**src/rtl/sdspi_pkg.sv**
```systemverilog
package sdspi_pkg;

    typedef enum logic [1:0] {
        PH_IDLE = 2'd0,
        PH_LOW  = 2'd1,
        PH_HIGH = 2'd2
    } phase_e;

endpackage

```
**src/rtl/sdspi_sync.sv**
```systemverilog
module sdspi_sync #(
    parameter int  STAGES  = 2,
    parameter logic RST_VAL = 1'b1
) (
    input  logic clk,
    input  logic rst_n,
    input  logic din,
    output logic dout
);
    logic [STAGES-1:0] chain_q;
    logic [STAGES-1:0] chain_d;

    generate
        if (STAGES == 1) begin : g_one
            always_comb chain_d = din;
        end else begin : g_many
            always_comb chain_d = {chain_q[STAGES-2:0], din};
        end
    endgenerate

    always_ff @(posedge clk or negedge rst_n) begin
        if (!rst_n) chain_q <= {STAGES{RST_VAL}};
        else        chain_q <= chain_d;
    end

    assign dout = chain_q[STAGES-1];
endmodule

```
**src/rtl/sdspi_halfdiv.sv**
```systemverilog
module sdspi_halfdiv #(
    parameter int HALF_CLKS = 4
) (
    input  logic clk,
    input  logic rst_n,
    input  logic run,
    output logic tick
);
    localparam int CNT_W = (HALF_CLKS > 1) ? $clog2(HALF_CLKS) : 1;
    localparam logic [CNT_W-1:0] LAST = CNT_W'(HALF_CLKS - 1);

    logic [CNT_W-1:0] cnt_q;
    logic [CNT_W-1:0] cnt_d;

    always_comb begin
        tick  = run && (cnt_q == LAST);
        cnt_d = cnt_q;
        if (!run)      cnt_d = '0;
        else if (tick) cnt_d = '0;
        else           cnt_d = cnt_q + 1'b1;
    end

    always_ff @(posedge clk or negedge rst_n) begin
        if (!rst_n) cnt_q <= '0;
        else        cnt_q <= cnt_d;
    end

    // the half-period count never leaves its range
    a_r3_div_range: assert property (@(posedge clk) disable iff (!rst_n)
        cnt_q <= LAST);

    // a fresh run starts from a cleared count
    a_r3_div_fresh: assert property (@(posedge clk) disable iff (!rst_n)
        !run |=> cnt_q == '0);
endmodule

```
**src/rtl/sdspi_pinreg.sv**
```systemverilog
module sdspi_pinreg #(
    parameter int   W       = 3,
    parameter bit   NEGEDGE = 1'b1,
    parameter logic [W-1:0] RST_VAL = '0
) (
    input  logic         clk,
    input  logic         rst_n,
    input  logic [W-1:0] pin_d,
    output logic [W-1:0] pin_q
);
    generate
        if (NEGEDGE) begin : g_fall
            always_ff @(negedge clk or negedge rst_n) begin
                if (!rst_n) pin_q <= RST_VAL;
                else        pin_q <= pin_d;
            end
        end else begin : g_rise
            always_ff @(posedge clk or negedge rst_n) begin
                if (!rst_n) pin_q <= RST_VAL;
                else        pin_q <= pin_d;
            end
        end
    endgenerate
endmodule

```
**src/rtl/sdspi_byte_engine.sv**
```systemverilog
module sdspi_byte_engine
    import sdspi_pkg::*;
#(
    parameter int DATA_W      = 8,
    parameter int HALF_CLKS   = 4,
    parameter bit OUT_NEGEDGE = 1'b1,
    parameter int SYNC_STAGES = 2
) (
    input  logic              clk,
    input  logic              rst_n,
    input  logic              start,
    input  logic [DATA_W-1:0] tx_byte,
    input  logic              cs_req,
    input  logic              card_dout,
    output logic              cs_n,
    output logic              sck,
    output logic              card_din,
    output logic [DATA_W-1:0] rx_byte,
    output logic              done,
    output logic              busy
);
    localparam int BC_W = (DATA_W > 2) ? $clog2(DATA_W) : 1;
    localparam logic [BC_W-1:0] BC_TOP = BC_W'(DATA_W - 1);

    typedef struct packed {
        phase_e            phase;
        logic [BC_W-1:0]   bit_cnt;
        logic [DATA_W-1:0] tx_sh;
        logic [DATA_W-1:0] rx_sh;
        logic [DATA_W-1:0] rx;
        logic              done;
    } eng_s;

    eng_s eng_q, eng_d;
    logic din_s;
    logic tick;
    logic run;
    logic [2:0] pins_d;
    logic [2:0] pins_q;
    logic [DATA_W-1:0] rx_next;

    sdspi_sync #(.STAGES(SYNC_STAGES), .RST_VAL(1'b1)) u_sync (
        .clk  (clk),
        .rst_n(rst_n),
        .din  (card_dout),
        .dout (din_s)
    );

    assign run = (eng_q.phase != PH_IDLE);

    sdspi_halfdiv #(.HALF_CLKS(HALF_CLKS)) u_div (
        .clk  (clk),
        .rst_n(rst_n),
        .run  (run),
        .tick (tick)
    );

    generate
        if (DATA_W > 1) begin : g_rxw
            assign rx_next = {eng_q.rx_sh[DATA_W-2:0], din_s};
        end else begin : g_rx1
            assign rx_next = din_s;
        end
    endgenerate

    always_comb begin
        eng_d      = eng_q;
        eng_d.done = 1'b0;
        unique case (eng_q.phase)
            PH_IDLE: begin
                if (start) begin
                    eng_d.phase   = PH_LOW;
                    eng_d.bit_cnt = BC_TOP;
                    eng_d.tx_sh   = tx_byte;
                end
            end
            PH_LOW: begin
                if (tick) eng_d.phase = PH_HIGH;
            end
            PH_HIGH: begin
                if (tick) begin
                    eng_d.rx_sh = rx_next;
                    eng_d.tx_sh = eng_q.tx_sh << 1;
                    if (eng_q.bit_cnt == '0) begin
                        eng_d.phase = PH_IDLE;
                        eng_d.rx    = rx_next;
                        eng_d.done  = 1'b1;
                    end else begin
                        eng_d.phase   = PH_LOW;
                        eng_d.bit_cnt = eng_q.bit_cnt - 1'b1;
                    end
                end
            end
            default: eng_d.phase = PH_IDLE;
        endcase
    end

    always_ff @(posedge clk or negedge rst_n) begin
        if (!rst_n) begin
            eng_q.phase   <= PH_IDLE;
            eng_q.bit_cnt <= '0;
            eng_q.tx_sh   <= '0;
            eng_q.rx_sh   <= '0;
            eng_q.rx      <= '0;
            eng_q.done    <= 1'b0;
        end else begin
            eng_q <= eng_d;
        end
    end

    // pin order: {cs_n, sck, card_din}
    always_comb begin
        pins_d[2] = ~(run | cs_req);
        pins_d[1] = (eng_q.phase == PH_HIGH);
        pins_d[0] = run ? eng_q.tx_sh[DATA_W-1] : 1'b1;
    end

    sdspi_pinreg #(.W(3), .NEGEDGE(OUT_NEGEDGE), .RST_VAL(3'b101)) u_pins (
        .clk  (clk),
        .rst_n(rst_n),
        .pin_d(pins_d),
        .pin_q(pins_q)
    );

    assign cs_n     = pins_q[2];
    assign sck      = pins_q[1];
    assign card_din = pins_q[0];
    assign rx_byte  = eng_q.rx;
    assign done     = eng_q.done;
    assign busy     = run;

    // completion pulse is one cycle wide
    a_r5_done_pulse: assert property (@(posedge clk) disable iff (!rst_n)
        done |=> !done);

    // busy only ends together with done
    a_r5_busy_end: assert property (@(posedge clk) disable iff (!rst_n)
        $fell(busy) |-> done);

    // received byte changes only with done
    a_r4_rx_hold: assert property (@(posedge clk) disable iff (!rst_n)
        !$stable(rx_byte) |-> done);

    // start during a byte does not reload the bit counter
    a_r6_no_restart: assert property (@(posedge clk) disable iff (!rst_n)
        (busy && start && eng_q.bit_cnt != BC_TOP) |=> eng_q.bit_cnt != BC_TOP);

    // clock never pulses with the card deselected
    a_r7_sck_selected: assert property (@(posedge clk) disable iff (!rst_n)
        sck |-> !cs_n);
endmodule

```
**config.mk**
```make
export PLATFORM = sky130hd
export DESIGN_NAME = sdspi_byte_engine
export DESIGN_NICKNAME = d
export VERILOG_FILES = /design/src/rtl/sdspi_pkg.sv /design/src/rtl/sdspi_sync.sv /design/src/rtl/sdspi_halfdiv.sv /design/src/rtl/sdspi_pinreg.sv /design/src/rtl/sdspi_byte_engine.sv
export SDC_FILE = /design/constraint.sdc
export NUM_CORES = 1
export LEC_CHECK = 0
export CELL_PAD_IN_SITES_DETAIL_PLACEMENT = 1
export CELL_PAD_IN_SITES_GLOBAL_PLACEMENT = 2
export CORE_ASPECT_RATIO = 1.25
export CORE_MARGIN = 3
export CORE_UTILIZATION = 31
export CTS_CLUSTER_DIAMETER = 50
export DETAILED_ROUTE_END_ITERATION = 16
export PLACE_DENSITY = 0.75
export REMOVE_ABC_BUFFERS = 1
export SYNTH_ARGS = -nofsm -noshare
export SYNTH_HDL_FRONTEND = slang
export SYNTH_SLANG_ARGS = --single-unit
export TNS_END_PERCENT = 20
```
**constraint.sdc**
```tcl
create_clock -name clk -period 1.52 [get_ports clk]
set_input_delay 0.152 -clock clk [delete_from_list [all_inputs] [get_ports clk]]
set_output_delay 0.152 -clock clk [all_outputs]
set_load 0.005 [all_outputs]
```
==> results of run 1 <==
[cell type report]
type | instances | area [µm²] | area share, %
tap | 60 | 75.07 | 3.645
inverter | 8 | 30.03 | 1.458
sequential | 36 | 905.9 | 43.99
timing repair buffer | 45 | 405.4 | 19.68
clock inverter | 4 | 42.54 | 2.066
clock buffer | 6 | 72.57 | 3.524
multi-input combinational | 63 | 528.0 | 25.64
[stage by stage]
stage                     TNS (ns)  std cells  utilization [%]  total power [mW]
after floorplan             -4.191        108                -             1.029
after global placement      -1.869        212            40.07             1.094
after detailed placement    -2.536        212            40.07             1.098
after CTS                  -0.8998        222            42.62             1.933
after global routing        -1.101        222            43.22             2.013
final                      -0.8445        222            43.22             1.904
[routing by layer]
metal	vias up	global-route usage (%)	wire length (µm)
li1	487	-	-
met3	6	5.687	187
met4	0	3.730	44
met2	24	21.18	1593
met5	-	0	0
met1	502	14.46	1330
[cells by family after synthesis]
group,synth area share (%)
AO/OA/AOI/OAI,11.66
adder cells (fa/ha/maj),2.429
flip-flops,58.62
AND/OR/NAND/NOR,6.802
multiplexers,11.58
buffers and inverters,8.906
[cells in the mapped netlist]
library cell / n / share of area [%]
nand2_2: 1 / 0.41
mux2i_1: 1 / 0.65
a21o_1: 7 / 3.4
o211ai_1: 1 / 0.49
nand2_1: 1 / 0.24
buf_6: 1 / 0.73
o32a_1: 1 / 0.65
mux2_2: 15 / 11
and3b_1: 1 / 0.57
buf_4: 9 / 4.4
nor3b_1: 1 / 0.49
nand3_1: 1 / 0.32
buf_2: 2 / 0.65
dfrtn_1: 1 / 1.6
dfrtp_1: 31 / 50
dfstp_2: 4 / 6.8
o21ai_0: 2 / 0.65
o22ai_1: 1 / 0.41
nor2_1: 7 / 1.7
a22o_1: 8 / 4.5
or2_2: 1 / 0.41
o2111ai_1: 1 / 0.57
nor2_2: 1 / 0.41
buf_8: 1 / 0.97
ha_1: 3 / 2.4
nor2b_1: 2 / 0.81
nand2b_1: 2 / 0.81
nor3_1: 2 / 0.65
inv_1: 9 / 2.2
a21oi_1: 3 / 0.97
[flip-flops by register name (all words and copies together), names as in the netlist]
register / flops
done: 1
eng_q: 20
rx_byte: 8
u_div.cnt_q: 2
u_pins.pin_q: 3
u_sync.chain_q: 2
[worst min path at each step]
stage	slack, ns	endpoint	from	cells past startpoint
2_1_floorplan	-0.14	done$_DFF_PN0_	rst_n	0
3_3_place_gp	0.35	u_sync.chain_q[1]$_DFF_PN1_	u_sync.chain_q[0]$_DFF_PN1_	0
3_5_place_dp	0.35	u_sync.chain_q[1]$_DFF_PN1_	u_sync.chain_q[0]$_DFF_PN1_	0
4_1_cts	0.27	u_sync.chain_q[0]$_DFF_PN1_	card_dout	1
5_1_grt	0.26	u_sync.chain_q[0]$_DFF_PN1_	card_dout	1
6_report	0.28	u_sync.chain_q[0]$_DFF_PN1_	card_dout	1
[power by group]
| part | internal [mW] | switching [mW] | leakage [nW] |
|---|---|---|---|
| combinational | 0.0484 | 0.0312 | 0.521 |
| clock | 0.493 | 0.343 | 0.0658 |
| sequential | 0.978 | 0.0103 | 0.456 |
| total | 1.52 | 0.385 | 1.04 |
[timing repair]
item                       4_1_cts  5_1_grt
setup endpoints to repair       22       23
pin swaps                        1        1
resized for setup               19        7
hold buffers                     0        0
buffers inserted                 1        0
==> impl_results.md, run 1 <==
* Status: finished with violations
* Failing checks: negative setup slack
* R2R setup slack at 0.01 ns
* Commonest non-fill, non-tap cell in the layout: dfrtp_1
* Startpoint types: flop
* Skew final at 0.05854 ns
* Dpl ws at -0.3971 ns
* Power density over the cells at 924.6 nW/µm²
* Crit path depth at 1
* Crit-path max cell delay at 0.52 ns
* Worst reg2reg path endpoint: u_pins.pin_q[2]$_DFF_NN1_
* Slew @ Worst Pin at 0.3055 ns
* DRT iter0 DRCs at 18
* FILL cells at 540
* Arrival time at the worst endpoint at 1.72 ns
* Max clock buf depth at 2
* Synth-to-Final Area Change at 33.28%
* Max VDD drop at 0.4962 mV
* Critical path peak fanout at 1
* Slowest-stage cell, CP: dfstp_2
* Fin worst setup slack at -0.3472 ns
* Crit-path cells: buf_6
* Gate Count Post-Synth at 121
* Die footprint at 5873 µm²
* Crit path kind: flop to output port
* Remaining DRCs at 0
* Endpoint type of the worst setup path: output port
* Worst reg2reg startpoint: eng_q[29]$_DFFE_PN0P_
* Buffers and inverters on the worst path at 1
* # diodes at 0
* Final setup vio count at 3
* CP required at 1.37 ns
* MaxCap Viol Count at 0
* GPL Wtd Cong at 0.7385
* Slew HR at 79.63%
* Crit path from: u_pins.pin_q[0]$_DFF_NN1_
* Largest net degree at the start of global routing at 25
* RSZ-0062 raised after global routing: true
* Share of cells above drive strength 1 at 35.80%
* Yosys reg bits at 36
* Reg clk slew, reported paths at 0.06 ns
* LEAKAGE at 1.043 nW
* Final Hold Violating Endpoints at 0
* Fin area at 2059 µm²
* Area of the mapped netlist at 1545 µm²
* Distinct cell type count after synthesis at 30
* Avg WL per Cell at 14.21 µm
* Overflow after GRT at 0
* Io pins at 26
* Synth warn at 0
* Core Rows at 28
* Crit path capture: card_din
* Starting Density at 32.43%
* Number of global-route vias before repair at 1185
* Via Count at 1019
* DP Area at 1909 µm²
* CP top delay family: flip-flops
* DR vias/cell at 4.590
* # port buffers at 25
* Final max-slew violation count at 0
* Worst skew pair latency at 0.34 ns
* Die Width at 69.15 µm
* CTS tree: yes
* Reg2reg path depth at 3
* Total Wirelength at 3155 µm
* Hold Path Class: input port to flop
* Hold_ws at 0.2775 ns
* Core area at 4765 µm²
* # nets final at 177
* Seq/Total Area, Yosys at 58.62%
* Antenna-violating nets left at 0
* CTS Root Cell: clkbuf_8
* Total global-route track usage at 12.61%
* Most frequent cells in the layout: 31 x dfrtp_1, 21 x clkdlybuf4s50_1, 16 x buf_4
* Htree depth at 2
* Avg Inst Size Synth at 12.77 µm²
* Dpl hpwl at 2386 µm
* Initial antenna violation count at 0
* DRT Pass-1 Iters at 2
* Die Ht at 84.94 µm
* First-pass GRT wire length at 5830 µm
* CTS sink cnt at 36
* CTS buffer count at 5
(Power assumes the default switching activity.)
==> inputs of run 2 (changes only) <==
--- a/config.mk
+++ b/config.mk
@@ -9,10 +9,10 @@
 export CELL_PAD_IN_SITES_GLOBAL_PLACEMENT = 2
 export CORE_ASPECT_RATIO = 1.25
 export CORE_MARGIN = 3
-export CORE_UTILIZATION = 31
+export CORE_UTILIZATION = 37
 export CTS_CLUSTER_DIAMETER = 50
 export DETAILED_ROUTE_END_ITERATION = 16
-export PLACE_DENSITY = 0.75
+export PLACE_DENSITY = 0.84
 export REMOVE_ABC_BUFFERS = 1
 export SYNTH_ARGS = -nofsm -noshare
 export SYNTH_HDL_FRONTEND = slang
==> constraint.sdc (replaced) <==
create_clock -name clk -period 2.2 [get_ports clk]
set_input_delay 0.22 -clock clk [delete_from_list [all_inputs] [get_ports clk]]
set_output_delay 0.22 -clock clk [all_outputs]
set_load 0.005 [all_outputs]
==> impl_results.md, run 2 (same netlist as run 1, synthesis figures left out) <==
* Largest net degree at the start of global routing at 19
* Max VDD drop at 0.5012 mV
* Crit path kind: flop to output port
* # nets final at 163
* Via Count at 1003
* M3 GR Usage at 4.149%
* Worst skew pair latency at 0.34 ns
* Number of global-route vias before repair at 1199
* Register bank with the most flops: eng_q
* Total Wirelength at 3202 µm
* Antenna-violating nets left at 0
* Htree depth at 2
* # port buffers at 25
* Die Width at 63.80 µm
* Core Rows at 25
* Dpl ws at -0.1031 ns
* Arrival time at the worst endpoint at 2.04 ns
* Busiest grt layer: met2
* CTS sink cnt at 36
* Hold Path Class: input port to flop
* CTS tree: yes
* Initial antenna violation count at 0
* Fin cells at 202
* Skew final at 0.06466 ns
* Power density over the cells at 648.0 nW/µm²
* Commonest non-fill, non-tap cell in the layout: dfrtp_1
* DRT iter0 DRCs at 31
* MaxCap Viol Count at 0
* Overflow after GRT at 0
* Max reg flops at 20
* Most frequent cells in the layout: 31 x dfrtp_1, 22 x clkdlybuf4s50_1, 15 x mux2_2
* Synth-to-Final Area Change at 22.35%
* DR vias/cell at 4.965
* Crit-path max cell delay at 0.52 ns
* Slowest-stage cell, CP: dfstp_2
* DP Area at 1804 µm²
* Share of cells above drive strength 1 at 26.35%
* HP Start: card_dout
* Crit path from: u_pins.pin_q[2]$_DFF_NN1_
* Failing checks: negative setup slack
* Setup bufs post-CTS at 0
* Die footprint at 4992 µm²
* Post-placement cell count at 193
* First-pass GRT wire length at 5733 µm
* # diodes at 0
* Status: finished with violations
* Dpl hpwl at 2354 µm
* Slew HR at 76.69%
* Layout Utilization at 48.35%
* Reg clk slew, reported paths at 0.07 ns
* Worst reg2reg startpoint: eng_q[28]$_DFFE_PN0P_
* CTS Root Cell: clkbuf_8
* CTS buffer count at 5
* Starting Density at 39.52%
* LEAKAGE at 0.9509 nW
* Critical path peak fanout at 1
* Slew @ Worst Pin at 0.3493 ns
* Startpoint types: flop
* Fin area at 1891 µm²
* Total power at 1.225 mW
* DRT Pass-1 Iters at 3
* GPL Wtd Cong at 0.7219
* GRT met1 Usage at 16.39%
* Final max-slew violation count at 0
* CP top delay family: flip-flops
* Core area at 3910 µm²
* Endpoint type of the worst setup path: output port
* Hold Buf Count CTS at 0
* Final setup vio count at 2
* CP required at 1.98 ns
* Remaining DRCs at 0
* RSZ-0062 raised after global routing: true
* Final Hold Violating Endpoints at 0
* Die Ht at 78.25 µm
* Total global-route track usage at 14.74%
* Max clock buf depth at 2
* Io pins at 26
* Fin worst setup slack at -0.06289 ns
* Met2 Use GR at 27.20%
* Avg WL per Cell at 15.85 µm
* Crit-path cells: buf_6
* Buffers and inverters on the worst path at 1
==> run 2: changes by cell type in the layout (fill, tap and decap cells not counted), moves of 2 or more <==
cell / previous run / this run
buf_4: 16 / 6
ha_2: 2 / 0
buf_6: 5 / 1
ha_1: 1 / 3
==> run 2: per-layer routing <==
metal  up-vias  routed length (µm)
li1        458                   -
met1       520                1295
met2        21                1761
met3         4                 117
met4         0                  28
met5         -                   0
==> run 2: through the flow <==
| step | setup TNS (ns) | hold slack (ns) |
|---|---|---|
| 2_1_floorplan | 0 | -0.07559 |
| 3_3_place_gp | -0.1976 | 0.3489 |
| 3_5_place_dp | -0.2013 | 0.3544 |
| 4_1_cts | -0.1425 | 0.3427 |
| 5_1_grt | -0.1793 | 0.3373 |
| 6_report | -0.1194 | 0.3451 |
==> run 2: path summary, 6_finish.rpt <==
kind,endpoint,slack [ns],depth (start not counted)
max,cs_n,-0.06,1
min,u_sync.chain_q[0]$_DFF_PN1_,0.35,1
max reg2reg,u_pins.pin_q[2]$_DFF_NN1_,0.33,3
min reg2reg,u_sync.chain_q[1]$_DFF_PN1_,0.37,0
max in group asynchronous,u_pins.pin_q[0]$_DFF_NN1_,0.70,1
min in group asynchronous,u_div.cnt_q[0]$_DFF_PN0_,0.49,2
==> run 2: worst reg2reg max path, delay by kind of cell (launching register included) <==
kind                   cells  cell delay, ns
and+or+nand+nor            2            0.30
DFF                        1            0.39
buffers and inverters      1            0.08
==> run 2: layout make-up <==
cell class,count,area (µm²)
Fill cell,422,2019
Clock inverter,4,16.27
Sequential cell,36,905.9
Inverter,8,30.03
Multi-Input combinational cell,63,501.7
Clock buffer,6,82.58
Timing Repair Buffer,31,286.5
Tap cell,54,67.56
==> run 2: power by group <==
part | internal [mW] | leakage [nW] | total [mW] | switching (mW)
clock | 0.254 | 0.0620 | 0.491 | 0.237
combinational | 0.0295 | 0.433 | 0.0513 | 0.0217
sequential | 0.676 | 0.456 | 0.683 | 0.00727
total | 0.959 | 0.951 | 1.23 | 0.266
==> run 2: repair_timing <==
action | 4_1_cts | 5_1_grt
endpoints found under the setup margin | 3 | 3
resized for setup | 10 | 2
pin swaps | 0 | 0
==> inputs of run 3 (changes only) <==
--- a/config.mk
+++ b/config.mk
@@ -8,7 +8,6 @@
 export CELL_PAD_IN_SITES_DETAIL_PLACEMENT = 1
 export CELL_PAD_IN_SITES_GLOBAL_PLACEMENT = 2
 export CORE_ASPECT_RATIO = 1.25
-export CORE_MARGIN = 3
 export CORE_UTILIZATION = 37
 export CTS_CLUSTER_DIAMETER = 50
 export DETAILED_ROUTE_END_ITERATION = 16
==> impl_results.md, run 3 (same netlist as run 1, synthesis figures left out) <==
* CP top delay family: flip-flops
* Reg clk slew, reported paths at 0.07 ns
* Commonest non-fill, non-tap cell in the layout: dfrtp_1
* Crit path kind: flop to output port
* DR vias/cell at 4.900
* Buffers and inverters on the worst path at 1
* Worst skew pair latency at 0.34 ns
* Io pins at 26
* Via Count at 985
* Final TNS setup at -0.1277 ns
* RSZ-0062 raised after global routing: true
* Crit-path cells: buf_6
* Hold_ws at 0.3430 ns
* FILL cells at 431
* Critical path peak fanout at 1
* Setup bufs post-CTS at 0
* Final setup vio count at 2
* Synth-to-Final Area Change at 23.00%
* Antenna-violating nets left at 0
* Die footprint at 4440 µm²
* Startpoint types: flop
* GPL Wtd Cong at 0.7504
* Most frequent cells in the layout: 31 x dfrtp_1, 22 x clkdlybuf4s50_1, 15 x mux2_2
* Number of global-route vias before repair at 1123
* Skew final at 0.06100 ns
* Hold Path Class: input port to flop
* Starting Density at 39.84%
* Post-placement cell count at 192
* Fin cells at 201
* Max reg flops at 20
* DRT iter0 DRCs at 36
* Initial antenna violation count at 0
* # port buffers at 25
* Die Width at 59.80 µm
* Fin worst setup slack at -0.07027 ns
* Busiest grt layer: met2
* Arrival time at the worst endpoint at 2.05 ns
* # diodes at 0
* Die Ht at 74.25 µm
* Remaining DRCs at 0
* Dpl hpwl at 2064 µm
* Met2 Use GR at 27.90%
* DRT Pass-1 Iters at 3
* Endpoint type of the worst setup path: output port
* Total global-route track usage at 15.52%
* Largest net degree at the start of global routing at 26
* Crit-path max cell delay at 0.52 ns
* Core Rows at 25
* Slowest-stage cell, CP: dfstp_2
* Max VDD drop at 0.3502 mV
* LEAKAGE at 0.9472 nW
* Register bank with the most flops: eng_q
* Avg WL per Cell at 14.75 µm
* Total Wirelength at 2965 µm
* CTS sink cnt at 36
* Core area at 3879 µm²
* Status: finished with violations
* # nets final at 162
* Overflow after GRT at 0
* Slew @ Worst Pin at 0.3174 ns
* Max clock buf depth at 2
* Slew HR at 78.84%
* Final max-slew violation count at 0
* First-pass GRT wire length at 5009 µm
* CTS Root Cell: clkbuf_8
* Share of cells above drive strength 1 at 26.53%
* CP required at 1.98 ns
* Power density over the cells at 669.5 nW/µm²
* GRT met1 Usage at 17.67%
* M3 GR Usage at 3.826%
* CTS buffer count at 5
* Failing checks: negative setup slack
* MaxCap Viol Count at 0
* Htree depth at 2
* CTS tree: yes
* Final Hold Violating Endpoints at 0
[run 3: cell count changes in the layout (fill, tap and decap cells not counted), sizes merged]
| cell | before | now |
|---|---|---|
| clkinvlp | 0 | 1 |
| buf | 8 | 7 |
| inv | 11 | 10 |
[run 3: final cells by class]
type | instances | area [µm²] | area share [%]
Tap cell | 54 | 67.56 | 3.555
Sequential cell | 36 | 905.9 | 47.66
Inverter | 8 | 30.03 | 1.580
Multi-Input combinational cell | 63 | 504.2 | 26.53
Clock buffer | 6 | 93.84 | 4.937
Clock inverter | 4 | 20.02 | 1.053
Timing Repair Buffer | 30 | 279.0 | 14.68
[run 3: worst paths after layout]
kind	startpoint	to	slack, ns	cells past startpoint
max	u_pins.pin_q[2]$_DFF_NN1_	cs_n	-0.07	1
min	card_dout	u_sync.chain_q[0]$_DFF_PN1_	0.34	1
max reg2reg	eng_q[28]$_DFFE_PN0P_	u_pins.pin_q[0]$_DFF_NN1_	0.19	2
min reg2reg	u_sync.chain_q[0]$_DFF_PN1_	u_sync.chain_q[1]$_DFF_PN1_	0.36	0
max in group asynchronous	rst_n	u_pins.pin_q[0]$_DFF_NN1_	0.77	1
min in group asynchronous	rst_n	eng_q[24]$_DFFE_PN0P_	0.37	2
[run 3: layer usage]
layer  routed length [µm]  vias up
li1                     -      455
met1                 1217      505
met2                 1609       23
met3                  121        2
met4                   16        0
met5                    0        -
[run 3: repair_timing]
item | 4_1_cts | 5_1_grt
hold buffers | 0 | 0
pin swaps | 0 | 0
resized for setup | 11 | 2
endpoints found under the setup margin | 3 | 4
[run 3: stage by stage]
| stage | power (mW) | cell area (µm²) | worst slack (ns) | util, % |
|---|---|---|---|---|
| 2_1_floorplan | 0.7111 | 1441 | 0.2155 | - |
| 3_3_place_gp | 0.7526 | 1797 | -0.09734 | 46.32 |
| 3_5_place_dp | 0.7549 | 1797 | -0.1224 | 46.32 |
| 4_1_cts | 1.299 | 1903 | -0.08444 | 49.06 |
| 5_1_grt | 1.321 | 1901 | -0.09713 | 49.00 |
| 6_report | 1.272 | 1901 | -0.07027 | 49.00 |
[run 3: report_power, final]
group	switching, mW	leakage [nW]	total (mW)	internal, mW
logic	0.0205	0.428	0.0499	0.0294
registers	0.00669	0.456	0.682	0.675
clock network	0.246	0.0630	0.540	0.294
